## src/rtl/ctrl_mode_pkg.sv

```systemverilog
package ctrl_mode_pkg;

  typedef enum logic [1:0] {
    ST_SHUT = 2'd0,
    ST_DET  = 2'd1,
    ST_PWM  = 2'd2,
    ST_WIRE = 2'd3
  } pinState_t;

  // datapath -> control
  typedef struct packed {
    logic rise;
    logic wireHit;
    logic winDone;
    logic longLow;
  } pinEvt_t;

  // control -> datapath
  typedef struct packed {
    logic startWin;
  } pinCmd_t;

  function automatic int unsigned usToCycles(input longint unsigned hz, input longint unsigned us);
    return 32'((hz * us) / 64'd1000000);
  endfunction

endpackage

```

## src/rtl/ctrlpin_timer.sv

```systemverilog
module ctrlpin_timer
  import ctrl_mode_pkg::*;
#(
  parameter int unsigned CLK_HZ      = 1000000,
  parameter int unsigned DLY_US      = 100,
  parameter int unsigned DET_US      = 260,
  parameter int unsigned WIN_US      = 1000,
  parameter int unsigned OFF_US      = 2500,
  parameter int unsigned SYNC_STAGES = 2
) (
  input  logic    clk,
  input  logic    rstN,
  input  logic    ctrlIn,
  input  pinCmd_t cmd,
  output pinEvt_t evt
);

  localparam int unsigned DLY_CNT = usToCycles(CLK_HZ, DLY_US);
  localparam int unsigned DET_CNT = usToCycles(CLK_HZ, DET_US);
  localparam int unsigned WIN_CNT = usToCycles(CLK_HZ, WIN_US);
  localparam int unsigned OFF_CNT = usToCycles(CLK_HZ, OFF_US);
  localparam int unsigned CNT_W   = $clog2(OFF_CNT + 1);
  localparam logic [CNT_W-1:0] DLY_C = CNT_W'(DLY_CNT);
  localparam logic [CNT_W-1:0] DET_C = CNT_W'(DET_CNT);
  localparam logic [CNT_W-1:0] WIN_C = CNT_W'(WIN_CNT);
  localparam logic [CNT_W-1:0] OFF_C = CNT_W'(OFF_CNT);

  // synchroniser chain, one flop per stage
  logic [SYNC_STAGES-1:0] syncQ;
  for (genvar g = 0; g < SYNC_STAGES; g++) begin : gSync
    always_ff @(posedge clk or negedge rstN) begin
      if (!rstN)       syncQ[g] <= 1'b0;
      else if (g == 0) syncQ[g] <= ctrlIn;
      else             syncQ[g] <= syncQ[(g == 0) ? 0 : g-1];
    end
  end

  logic lineQ, prevQ;
  assign lineQ = syncQ[SYNC_STAGES-1];

  always_ff @(posedge clk or negedge rstN) begin
    if (!rstN) prevQ <= 1'b0;
    else       prevQ <= lineQ;
  end

  logic fallNow;
  assign fallNow = !lineQ && prevQ;

  // time since the window opened, saturating
  logic [CNT_W-1:0] winCnt;
  always_ff @(posedge clk or negedge rstN) begin
    if (!rstN)              winCnt <= '0;
    else if (cmd.startWin)  winCnt <= '0;
    else if (winCnt < WIN_C) winCnt <= winCnt + 1'b1;
  end

  // length of the current low run, saturating
  logic [CNT_W-1:0] lowCnt;
  always_ff @(posedge clk or negedge rstN) begin
    if (!rstN)               lowCnt <= '0;
    else if (lineQ)          lowCnt <= '0;
    else if (lowCnt < OFF_C) lowCnt <= lowCnt + 1'b1;
  end

  // low run began after the detection delay
  logic lowQual;
  always_ff @(posedge clk or negedge rstN) begin
    if (!rstN)             lowQual <= 1'b0;
    else if (cmd.startWin) lowQual <= 1'b0;
    else if (fallNow)      lowQual <= (winCnt >= DLY_C);
  end

  always_comb begin
    evt.rise    = lineQ && !prevQ;
    evt.wireHit = lowQual && !lineQ && (lowCnt > DET_C) && (winCnt < WIN_C);
    evt.winDone = (winCnt >= WIN_C);
    evt.longLow = !lineQ && (lowCnt >= OFF_C);
  end

  assert_win_bound_R2: assert property (@(posedge clk) disable iff (!rstN)
    winCnt <= WIN_C);

  assert_low_restart_R6: assert property (@(posedge clk) disable iff (!rstN)
    lineQ |=> (lowCnt == '0));

  assert_qual_after_delay_R8: assert property (@(posedge clk) disable iff (!rstN)
    $rose(lowQual) |-> ($past(winCnt) >= DLY_C));

endmodule

```

## src/rtl/ctrlpin_fsm.sv

```systemverilog
module ctrlpin_fsm
  import ctrl_mode_pkg::*;
(
  input  logic    clk,
  input  logic    rstN,
  input  pinEvt_t evt,
  output pinCmd_t cmd,
  output logic    devEnable,
  output logic    modeWire,
  output logic    rxEnable
);

  pinState_t stateQ, stateD;

  always_comb begin
    stateD       = stateQ;
    cmd.startWin = 1'b0;
    unique case (stateQ)
      ST_SHUT: if (evt.rise) begin
        stateD       = ST_DET;
        cmd.startWin = 1'b1;
      end
      ST_DET: begin
        if (evt.longLow)      stateD = ST_SHUT;
        else if (evt.wireHit) stateD = ST_WIRE;
        else if (evt.winDone) stateD = ST_PWM;
      end
      ST_PWM, ST_WIRE: if (evt.longLow) stateD = ST_SHUT;
      default: stateD = ST_SHUT;
    endcase
  end

  always_ff @(posedge clk or negedge rstN) begin
    if (!rstN) stateQ <= ST_SHUT;
    else       stateQ <= stateD;
  end

  assign devEnable = (stateQ != ST_SHUT);
  assign modeWire  = (stateQ == ST_WIRE);
  assign rxEnable  = (stateQ == ST_WIRE);

  assert_wire_from_window_R3: assert property (@(posedge clk) disable iff (!rstN)
    (stateQ == ST_WIRE && $past(stateQ) != ST_WIRE) |-> ($past(stateQ) == ST_DET));

  assert_pwm_locked_R5: assert property (@(posedge clk) disable iff (!rstN)
    (stateQ == ST_PWM) |=> (stateQ == ST_PWM || stateQ == ST_SHUT));

  assert_wire_locked_R5: assert property (@(posedge clk) disable iff (!rstN)
    (stateQ == ST_WIRE) |=> (stateQ == ST_WIRE || stateQ == ST_SHUT));

  assert_off_needs_long_low_R6: assert property (@(posedge clk) disable iff (!rstN)
    (stateQ != ST_SHUT && !evt.longLow) |=> (stateQ != ST_SHUT));

endmodule

```

## src/rtl/ctrl_mode_detect.sv

```systemverilog
module ctrl_mode_detect
  import ctrl_mode_pkg::*;
#(
  parameter int unsigned CLK_HZ = 1000000,
  parameter int unsigned DLY_US = 100,
  parameter int unsigned DET_US = 260,
  parameter int unsigned WIN_US = 1000,
  parameter int unsigned OFF_US = 2500
) (
  input  logic clk,
  input  logic rstN,
  input  logic ctrlIn,
  output logic devEnable,
  output logic modeWire,
  output logic rxEnable
);

  pinEvt_t evt;
  pinCmd_t cmd;

  ctrlpin_timer #(
    .CLK_HZ(CLK_HZ), .DLY_US(DLY_US), .DET_US(DET_US),
    .WIN_US(WIN_US), .OFF_US(OFF_US), .SYNC_STAGES(2)
  ) uTimer (
    .clk(clk), .rstN(rstN), .ctrlIn(ctrlIn), .cmd(cmd), .evt(evt)
  );

  ctrlpin_fsm uFsm (
    .clk(clk), .rstN(rstN), .evt(evt), .cmd(cmd),
    .devEnable(devEnable), .modeWire(modeWire), .rxEnable(rxEnable)
  );

endmodule

```

## config.mk

```make
export PLATFORM = sky130hd
export DESIGN_NAME = ctrl_mode_detect
export DESIGN_NICKNAME = d
export VERILOG_FILES = /design/src/rtl/ctrl_mode_pkg.sv /design/src/rtl/ctrlpin_timer.sv /design/src/rtl/ctrlpin_fsm.sv /design/src/rtl/ctrl_mode_detect.sv
export SDC_FILE = /design/constraint.sdc
export NUM_CORES = 1
export LEC_CHECK = 0
export BUFFER_PORTS_ARGS = -buffer_cell sky130_fd_sc_hd__buf_4
export CAP_MARGIN = 15
export CORE_UTILIZATION = 40
export CTS_CLUSTER_DIAMETER = 200
export DETAILED_ROUTE_END_ITERATION = 10
export PLACE_DENSITY = 0.66
export SLEW_MARGIN = 30
export SYNTH_ARGS = -nofsm -noshare
export SYNTH_HDL_FRONTEND = slang
export SYNTH_HIERARCHICAL = 1
export SYNTH_SLANG_ARGS = --single-unit
```

## constraint.sdc

```tcl
create_clock -name clk -period 3.55 [get_ports clk]
set_clock_uncertainty 0.1 [all_clocks]
set_input_delay 0.355 -clock clk [delete_from_list [all_inputs] [get_ports clk]]
set_output_delay 0.355 -clock clk [all_outputs]
set_load 0.005 [all_outputs]
```

==> flow_summary.json <==
{
  "result_of_the_run": "completed",
  "timing.critical_path.arrival_ns": 2.20,
  "htree_levels": 2,
  "crit_slowest_cell": "sky130_fd_sc_hd__dfrtp_1",
  "cts.reportedPaths.clkPinSlew_ns": 0.06,
  "synthesis.area_um2": 1650,
  "clk_latency_ns": 0.28,
  "yosys_warnings": 6,
  "worst_path_largest_cell_delay_ns": 0.52,
  "hold_path_class": "input pin to flop",
  "placementRows": 23,
  "post_synth_edffs": 0,
  "seq_area_frac_synth": 0.454,
  "multi_input_area_um2": 830,
  "placement_cell_area_um2": 1710,
  "drt-wirelength-per-cell_um": 13.2,
  "first_pass_grt_wire_length_um": 5210,
  "min-delay-start": "ctrlIn",
  "placeableCoreArea_um2": 3970,
  "power_switching_share": 0.318,
  "async_flop_share": 1.00,
  "synthesis.instances": 164,
  "finish.net_count": 176,
  "p_clk_frac": 0.288,
  "ant_nets": 0,
  "netlist-cell-type-count": 49,
  "ys.flop_type": "sky130_fd_sc_hd__dfrtp_1",
  "insertedDiodeCount": 0,
  "synth_seq_cells": 30,
  "cts-root-to-sink-buffers": 2,
  "cts_tree": "done",
  "irDropWorstVdd_v": 0.000184,
  "synth_top_cells_by_area": "sky130_fd_sc_hd__dfrtp_1 (45%), sky130_fd_sc_hd__nor2_1 (5.2%), sky130_fd_sc_hd__xnor2_1 (4.8%)",
  "total_die_area_um2": 4400,
  "finalHoldViolCount": 0,
  "die_height_um": 66.3,
  "seq_power_share": 0.525,
  "detail_route.vias_per_cell": 5.43,
  "grt_setup_unrepaired": "no",
  "post-route-drc-count": 0,
  "setup_slack_ns": 1.41,
  "global_route.overflow_total": 0,
  "timing.reg2reg.worst_path_depth": 6,
  "setup_violations": 0,
  "holdPathStages": 1,
  "final.min_clock_period_ns": 2.14,
  "syn_to_final_growth_pct": 9.00,
  "pre_cts_ws_ns": 1.42,
  "share_of_layout_cells_above_drive_strength_1": 0.136,
  "worstMarginPinSlew_ns": 0.568,
  "postSynthAreaPerCell_um2": 10.1,
  "crit-reg2reg-launch": "uTimer/winCnt[9]",
  "p_int_mw": 0.597,
  "cellLeakagePower_nw": 0.731,
  "worst_hold_path.endpoint": "uTimer/syncQ[0]",
  "post_cts.repair.setup_buffers": 0,
  "final_cell_count_no_fill": 219,
  "synthTopCellsByCount": "sky130_fd_sc_hd__dfrtp_1 (30), sky130_fd_sc_hd__nor2_1 (23), sky130_fd_sc_hd__xnor2_1 (9), sky130_fd_sc_hd__inv_1 (7), sky130_fd_sc_hd__nor2b_1 (7)",
  "floorplan.die.width_um": 66.3,
  "grt_usage": 0.158,
  "p_comb_frac": 0.187,
  "finalMaxSlewViolations": 0,
  "mappedNetlistNets": 171,
  "critical_path.endpoint_type": "flop",
  "initial_utilization": 0.417,
  "startpoint_type": "flop",
  "post_cts_resize_count": 0,
  "crit_required_ns": 3.61,
  "filler_cell_count": 381,
  "critPathMaxFanout": 10,
  "seq_area_um2": 751,
  "via_count": 1189,
  "i_o_pin_count": 6,
  "fin_setup_tns_ns": 0,
  "timing.reg2reg.setup_slack_ns": 1.41,
  "design_area_um2": 1800,
  "place_hpwl_um": 2020,
  "clock-sinks": 30,
  "timing.rr.end": "uFsm/stateQ[0]",
  "synth_most_common_cell": "sky130_fd_sc_hd__dfrtp_1",
  "switchingPower_mw": 0.278,
  "route.final.wire_length_um": 2900,
  "max_cap_viol_count": 0,
  "fin_crit_sh": 0.603,
  "cts_buffers": 5,
  "placedCellCount": 211,
  "timing.max_slew.rel_slack": 0.621,
  "synth_area_leader_cell": "sky130_fd_sc_hd__dfrtp_1",
  "crit_chain": "o21ai_0 > o21ai_1 > a31oi_1 > and3b_1 > or3b_1 > a31o_1",
  "drt-initial-drc-count": 61,
  "pd_cells_nw_per_um2": 486,
  "grt_start_max_net_pins": 31,
  "io_buffers": 5,
  "antenna_found_initial": 0,
  "cell_at_the_root_of_the_clock_tree": "sky130_fd_sc_hd__clkbuf_8",
  "yosysTopAreaCellShare": 0.454,
  "timing.setup.critical_path_class": "flop to flop",
  "critical-path-top-delay-family": "compound AO/OA/AOI/OAI gates",
  "via_count_of_the_first_global_routing_pass": 1171,
  "worstPathBufferInverterCount": 0,
  "achievable-frequency_mhz": 467,
  "cts.hold.buffers_added": 1,
  "routability_congestion": 0.903,
  "detail_route.first_pass.iterations": 4
}
-- cell type report --
class / count / share of cell area
multi-input cells: 118 / 0.460
well taps: 50 / 0.0347
clock buffers: 5 / 0.0382
clock inverters: 2 / 0.00555
flip-flops and latches: 30 / 0.416
repair buffers: 7 / 0.0305
inverters: 7 / 0.0146
-- flip-flops by register name, indices dropped and copies added, names as in the netlist --
signal	count
uTimer/syncQ	1
uTimer/winCnt	12
uTimer/lineQ	1
uTimer/prevQ	1
uTimer/lowQual	1
uFsm/stateQ	2
uTimer/lowCnt	12
-- layout by cell type (no fill, tap or decap), types with 2 or more instances in the layout --
master and count:
sky130_fd_sc_hd__mux2i_1 2, sky130_fd_sc_hd__xor2_1 5, sky130_fd_sc_hd__clkbuf_8 5, sky130_fd_sc_hd__a211oi_1 4, sky130_fd_sc_hd__nand4_1 5, sky130_fd_sc_hd__buf_4 6
sky130_fd_sc_hd__dfrtp_1 30, sky130_fd_sc_hd__a21oi_1 3, sky130_fd_sc_hd__nor3_1 5, sky130_fd_sc_hd__and3_1 3, sky130_fd_sc_hd__and4_1 2, sky130_fd_sc_hd__nand2_1 5
sky130_fd_sc_hd__nor2_1 23, sky130_fd_sc_hd__mux2_2 2, sky130_fd_sc_hd__o2111ai_1 2, sky130_fd_sc_hd__nand3_1 2, sky130_fd_sc_hd__clkinv_2 2, sky130_fd_sc_hd__inv_1 7
sky130_fd_sc_hd__o41ai_1 2, sky130_fd_sc_hd__a31oi_1 2, sky130_fd_sc_hd__o211ai_1 3, sky130_fd_sc_hd__ha_1 4, sky130_fd_sc_hd__xnor2_1 9, sky130_fd_sc_hd__o21ai_0 3
sky130_fd_sc_hd__nor2b_1 7, sky130_fd_sc_hd__a2111oi_2 2, sky130_fd_sc_hd__o21bai_1 2
-- worst max path at each step --
| stage | from | to | depth (start not counted) |
|---|---|---|---|
| after CTS | uTimer/winCnt[9] | uFsm/stateQ[0] | 6 |
| after global routing | uTimer/winCnt[9] | uFsm/stateQ[0] | 6 |
| after floorplan | uTimer/winCnt[9] | uFsm/stateQ[0] | 7 |
| final | uTimer/winCnt[9] | uFsm/stateQ[0] | 6 |
| after global placement | uTimer/winCnt[9] | uFsm/stateQ[0] | 6 |
| after detailed placement | uTimer/winCnt[9] | uFsm/stateQ[0] | 6 |
-- layer usage --
| metal | vias to the layer above | global-route usage | wire, µm |
|---|---|---|---|
| li1 | 596 | - | - |
| met1 | 561 | 0.206 | 1390 |
| met2 | 28 | 0.245 | 1350 |
| met3 | 4 | 0.0310 | 117 |
| met4 | 0 | 0.0824 | 36 |
| met5 | - | 0 | 0 |
-- power by group through the flow --
stage,Sequential (mW),Clock (mW),Combinational (mW)
floorplan,0.441,0,0.136
detailed placement,0.461,0,0.164
finish,0.460,0.252,0.164
CTS,0.456,0.258,0.165
global placement,0.458,0,0.160
global route,0.469,0.272,0.189
-- logic make-up after synthesis --
kind of cell,count (synthesis),share of synthesized area
AO/OA/AOI/OAI,32,0.154
XOR/XNOR,14,0.0741
adder cells (fa/ha/maj),4,0.0303
buffers and inverters,16,0.0446
flip-flops,30,0.454
multiplexers,4,0.0257
AND/OR/NAND/NOR,64,0.217
-- per-stage QoR --
step / power, mW / utilization / hold slack (ns)
after floorplan: 0.577 / - / -0.0406
after global placement: 0.618 / 0.432 / 0.202
after detailed placement: 0.625 / 0.432 / 0.205
after CTS: 0.880 / 0.454 / 0.0713
after global routing: 0.930 / 0.454 / 0.0698
final: 0.876 / 0.454 / 0.0781
(Power assumes the default switching activity.)
